File: src/rtl/mdrop_pkg.sv
package mdrop_pkg;
  typedef enum logic {
    FT_DATA = 1'b0,
    FT_ADDR = 1'b1
  } ftype_e;
endpackage

File: src/rtl/mdrop_type_sel.sv
module mdrop_type_sel
  import mdrop_pkg::*;
(
  input  logic   word_msb_i,
  input  logic   stop1_i,
  input  logic   nine_i,
  output ftype_e ftype_o
);
  always_comb begin
    if (nine_i) ftype_o = word_msb_i ? FT_ADDR : FT_DATA;
    else        ftype_o = stop1_i    ? FT_ADDR : FT_DATA;
  end
endmodule

File: src/rtl/mdrop_addr_match.sv
module mdrop_addr_match #(
  parameter int ADDR_W = 8
) (
  input  logic [ADDR_W-1:0] word_i,
  input  logic [ADDR_W-1:0] node_i,
  output logic              match_o
);
  logic [ADDR_W-1:0] bit_eq;

  for (genvar b = 0; b < ADDR_W; b++) begin : g_bit
    assign bit_eq[b] = ~(word_i[b] ^ node_i[b]);
  end

  assign match_o = &bit_eq;
endmodule

File: src/rtl/mdrop_en_ctrl.sv
module mdrop_en_ctrl (
  input  logic clk_i,
  input  logic rst_ni,
  input  logic sw_wr_i,
  input  logic sw_data_i,
  input  logic auto_clr_i,
  output logic en_o
);
  logic en_q;

  // software write wins over an auto clear in the same cycle
  always_ff @(posedge clk_i or negedge rst_ni) begin
    if (!rst_ni)         en_q <= 1'b0;
    else if (sw_wr_i)    en_q <= sw_data_i;
    else if (auto_clr_i) en_q <= 1'b0;
  end

  assign en_o = en_q;

  a_r7_write_loads: assert property (@(posedge clk_i) disable iff (!rst_ni)
    sw_wr_i |=> (en_o == $past(sw_data_i)));

  a_r8_auto_clears: assert property (@(posedge clk_i) disable iff (!rst_ni)
    (auto_clr_i && !sw_wr_i) |=> !en_o);

  a_r9_hold: assert property (@(posedge clk_i) disable iff (!rst_ni)
    (!sw_wr_i && !auto_clr_i) |=> $stable(en_o));
endmodule

File: src/rtl/mdrop_filter.sv
module mdrop_filter
  import mdrop_pkg::*;
#(
  parameter int DATA_W = 9,
  parameter int ADDR_W = 8
) (
  input  logic              clk_i,
  input  logic              rst_ni,
  input  logic              rx_valid_i,
  input  logic [DATA_W-1:0] rx_word_i,
  input  logic              rx_stop1_i,
  input  logic              rx_nine_i,
  input  logic              rx_ferr_i,
  input  logic              en_wr_i,
  input  logic              en_wdata_i,
  input  logic              auto_en_i,
  input  logic [ADDR_W-1:0] node_addr_i,
  output logic              out_valid_o,
  output logic [DATA_W-1:0] out_word_o,
  output logic              out_addr_o,
  output logic              out_ferr_o,
  output logic              filt_en_o
);
  localparam int MsbIdx = DATA_W - 1;

  ftype_e ftype;
  logic   is_addr;
  logic   match;
  logic   accept;
  logic   auto_clr;
  logic   en;

  mdrop_type_sel i_type_sel (
    .word_msb_i (rx_word_i[MsbIdx]),
    .stop1_i    (rx_stop1_i),
    .nine_i     (rx_nine_i),
    .ftype_o    (ftype)
  );

  mdrop_addr_match #(.ADDR_W(ADDR_W)) i_match (
    .word_i  (rx_word_i[ADDR_W-1:0]),
    .node_i  (node_addr_i),
    .match_o (match)
  );

  assign is_addr  = (ftype == FT_ADDR);
  assign accept   = rx_valid_i && (!en || is_addr);
  assign auto_clr = rx_valid_i && is_addr && en && auto_en_i && match;

  mdrop_en_ctrl i_en_ctrl (
    .clk_i      (clk_i),
    .rst_ni     (rst_ni),
    .sw_wr_i    (en_wr_i),
    .sw_data_i  (en_wdata_i),
    .auto_clr_i (auto_clr),
    .en_o       (en)
  );

  always_ff @(posedge clk_i or negedge rst_ni) begin
    if (!rst_ni) begin
      out_valid_o <= 1'b0;
      out_word_o  <= '0;
      out_addr_o  <= 1'b0;
      out_ferr_o  <= 1'b0;
    end else begin
      out_valid_o <= accept;
      out_ferr_o  <= accept && rx_ferr_i;
      if (accept) begin
        out_word_o <= rx_word_i;
        out_addr_o <= is_addr;
      end
    end
  end

  assign filt_en_o = en;

  a_r4_drop_data: assert property (@(posedge clk_i) disable iff (!rst_ni)
    (rx_valid_i && filt_en_o && !is_addr) |=> !out_valid_o);

  a_r5_pass_addr: assert property (@(posedge clk_i) disable iff (!rst_ni)
    (rx_valid_i && is_addr) |=> (out_valid_o && out_addr_o));

  a_r6_pass_all: assert property (@(posedge clk_i) disable iff (!rst_ni)
    (rx_valid_i && !filt_en_o) |=> out_valid_o);

  a_r10_ferr_gated: assert property (@(posedge clk_i) disable iff (!rst_ni)
    out_ferr_o |-> out_valid_o);

  a_r11_word_passed: assert property (@(posedge clk_i) disable iff (!rst_ni)
    accept |=> (out_word_o == $past(rx_word_i)));
endmodule

File: config.mk
export PLATFORM = sky130hd
export DESIGN_NAME = mdrop_filter
export DESIGN_NICKNAME = d
export VERILOG_FILES = /design/src/rtl/mdrop_pkg.sv /design/src/rtl/mdrop_type_sel.sv /design/src/rtl/mdrop_addr_match.sv /design/src/rtl/mdrop_en_ctrl.sv /design/src/rtl/mdrop_filter.sv
export SDC_FILE = /design/constraint.sdc
export NUM_CORES = 1
export LEC_CHECK = 0
export CAP_MARGIN = 20
export CORE_MARGIN = 3
export CORE_UTILIZATION = 35
export DETAILED_ROUTE_END_ITERATION = 16
export MAX_ROUTING_LAYER = met4
export PLACE_DENSITY = 0.77
export SYNTH_ARGS = -nofsm -noshare
export SYNTH_HDL_FRONTEND = slang
export SYNTH_SLANG_ARGS = --single-unit
export TNS_END_PERCENT = 20
File: constraint.sdc
create_clock -name clk_i -period 3.3 [get_ports clk_i]
set_input_delay 0.495 -clock clk_i [delete_from_list [all_inputs] [get_ports clk_i]]
set_output_delay 0.495 -clock clk_i [all_outputs]
set_load 0.1 [all_outputs]
==> results.yml <==
timing:
  rsz0062_at_grt: "false"
  setup_viol: 0
  min_period_ns: 2.34
  setup_tns_ns: 0
  finClkSkew_ns: 0.000322
  max_freq_mhz: 427
  period_share_pct: 70.9
  worstMarginPinSlew_ns: 0.978
  finalMaxSlewViolations: 0
  maxSlewHeadroom_pct: 34.6
  finalHoldViolations: 0
clock_tree:
  hold_buffers: 0
  cts_buffers: 3
  cts_tree: "done"
  cts_root_buf: "clkbuf_4"
  cts_htree_levels: 1
  clk_pin_slew_ns: 0.08
  clock-sinks: 13
  post-cts-setup-buffer-count: 0
  cts_resized: 0
  clkLatencyLatePin_ns: 0.26
  cts_max_path_buffers: 2
critical_path:
  cp.arrival_ns: 1.85
  criticalPathCategory: "reg -> out"
  crit_path_end_kind: "output pin"
  cpMaxStageDelayCell: "clkdlybuf4s50_1"
  critPathBufInv: 1
  cp-start-kind: "flop"
  cp.required_ns: 2.80
  reg2reg_depth: 2
  reg2reg_from: "i_en_ctrl.en_o"
  regToRegEndpoint: "out_word_o[8]"
  slowest_delay_ns: 1.16
  path_cells: "clkdlybuf4s50_1"
  crit_fanout: 5
  path_delay_family: "buffers and inverters"
  worst-r2r-setup-slack_ns: 1.71
  critical_path.startpoint: "i_en_ctrl.en_o"
logic_synthesis:
  synth.largest_area_cell: "dfrtp_1"
  synth_edf_count: 0
  synth_top_area_share_pct: 52.2
  yosysMostFrequentCell: "dfrtp_1"
  synth_nets: 69
  synth.top_cells.by_count: "13 x dfrtp_1, 8 x mux2_4, 8 x xor2_1"
  synth.avg_cell_area_sq_um: 14.5
  yosys_warnings: 0
  ys_ff_latch: 13
  synthTopCellsByArea: "dfrtp_1 52%, mux2_4 19%, xor2_1 11%"
  syn_area_sq_um: 623
  ys_types: 15
  synth_cells: 43
  async_flop_share_pct: 100
  yosysSeqAreaShare_pct: 52.2
  synth_top_flop_cell: "dfrtp_1"
grt:
  grt_usage_pct: 14.8
  overflow: 0
  antenna_found_initial: 0
  grt_max_degree: 14
  grt_pass1_wl_um: 2130
  grt_pass1_vias: 478
hold_path:
  holdPathEnd: "out_word_o[8]"
  whs_path_depth: 1
  hold_start: "out_word_o[8]"
  hold_path.class: "reg -> reg"
floorplan:
  core_area_sq_um: 1590
  die_area_sq_um: 2320
  row_count: 14
  die_w_um: 48.2
  start_util_pct: 39.1
  io_pins: 39
  die_h_um: 48.2
drt:
  via_per_inst: 4.35
  firstDrtPassIters: 3
  drt-total-wl_um: 1420
  num_vias: 470
  wire_per_inst_um: 13.2
  ant_nets: 0
  drtIter0Drc: 3
  route.detailed.drc: 0
finish:
  antenna_cells: 0
  nets: 111
  syn_to_final_growth_pct: 68.3
  drive_above_1_share_pct: 17.9
  postLayoutCoreUtil_pct: 65.8
  fillers: 134
power:
  p_per_area_nw_per_um2: 559
  vdd_ir_drop_max_mv: 0.398
  p_leak_nw: 0.445
placed_design:
  dp_hpwl_um: 1180
  numPortBuffers: 38
  gp_congestion: 0.679
run_status:
  status: "complete, no violations"
run:
  maxCapViolCount: 0
-- per-stage QoR --
stage | hold WS, ns | instances | cell area, sq um | setup WS, ns | total power, mW
after floorplan | 0.199 | 43 | 623 | 1.60 | 0.406
after global placement | 0.493 | 104 | 1020 | 1.07 | 0.494
after detailed placement | 0.493 | 104 | 1020 | 1.04 | 0.496
after CTS | 0.516 | 108 | 1050 | 0.955 | 0.591
after global routing | 0.525 | 108 | 1050 | 0.908 | 0.610
final | 0.508 | 108 | 1050 | 0.960 | 0.587
-- registers in the layout, summed over array words and instances (netlist names) --
signal and count:
out_ferr_o 1, out_word_o 9, out_valid_o 1, out_addr_o 1, i_en_ctrl.en_o 1
-- kinds of logic (layout without fill, tap and decap cells) --
| family | count (synthesis) | after routing | synth area share [%] |
|---|---|---|---|
| compound gates | 4 | 4 | 4.02 |
| xor+xnor | 8 | 8 | 11.2 |
| buf+inv | 2 | 43 | 2.41 |
| flops | 13 | 13 | 52.2 |
| mux | 11 | 11 | 24.9 |
| simple gates | 5 | 5 | 5.22 |
-- placed cells by master, fill, tap and decap left out, drive strengths merged, types with 2 or more instances in the layout --
cell / Yosys / routed
nor4: 2 / 2
clkdlybuf4s50: 0 / 38
mux2: 9 / 9
dfrtp: 13 / 13
xor2: 8 / 8
o21ai: 2 / 2
clkbuf: 0 / 4
mux2i: 2 / 2
-- cell type report --
class / instances / area, sq um / area share [%]
sequential: 13 / 325 / 31.0
clock buffer: 4 / 26.3 / 2.51
timing repair buffer: 38 / 380 / 36.3
tap: 24 / 30.0 / 2.86
inverter: 1 / 3.75 / 0.358
multi-input combinational: 28 / 283 / 27.0
-- metal layers --
metal	wire length [um]	GRT usage [%]	up-vias
li1	-	-	232
met1	590	16.4	216
met2	713	23.4	20
met3	100	3.32	2
met4	18	9.68	0
met5	0	-	-
-- how the worst max path moves through the flow --
stage                               end  slack, ns  cells after the start
after floorplan           out_word_o[0]       1.60                      3
after global placement    out_word_o[8]       1.07                      4
after detailed placement  out_word_o[8]       1.04                      4
after CTS                     filt_en_o       0.95                      1
after global routing          filt_en_o       0.91                      1
final                         filt_en_o       0.96                      1
-- power breakdown --
group	total (mW)	internal (mW)	switching, mW	leakage, nW
Sequential	0.195	0.181	0.0140	0.154
Clock	0.0948	0.0467	0.0481	0.0150
Combinational	0.297	0.0948	0.202	0.277
No activity file was read; power rests on OpenSTA's default activity.
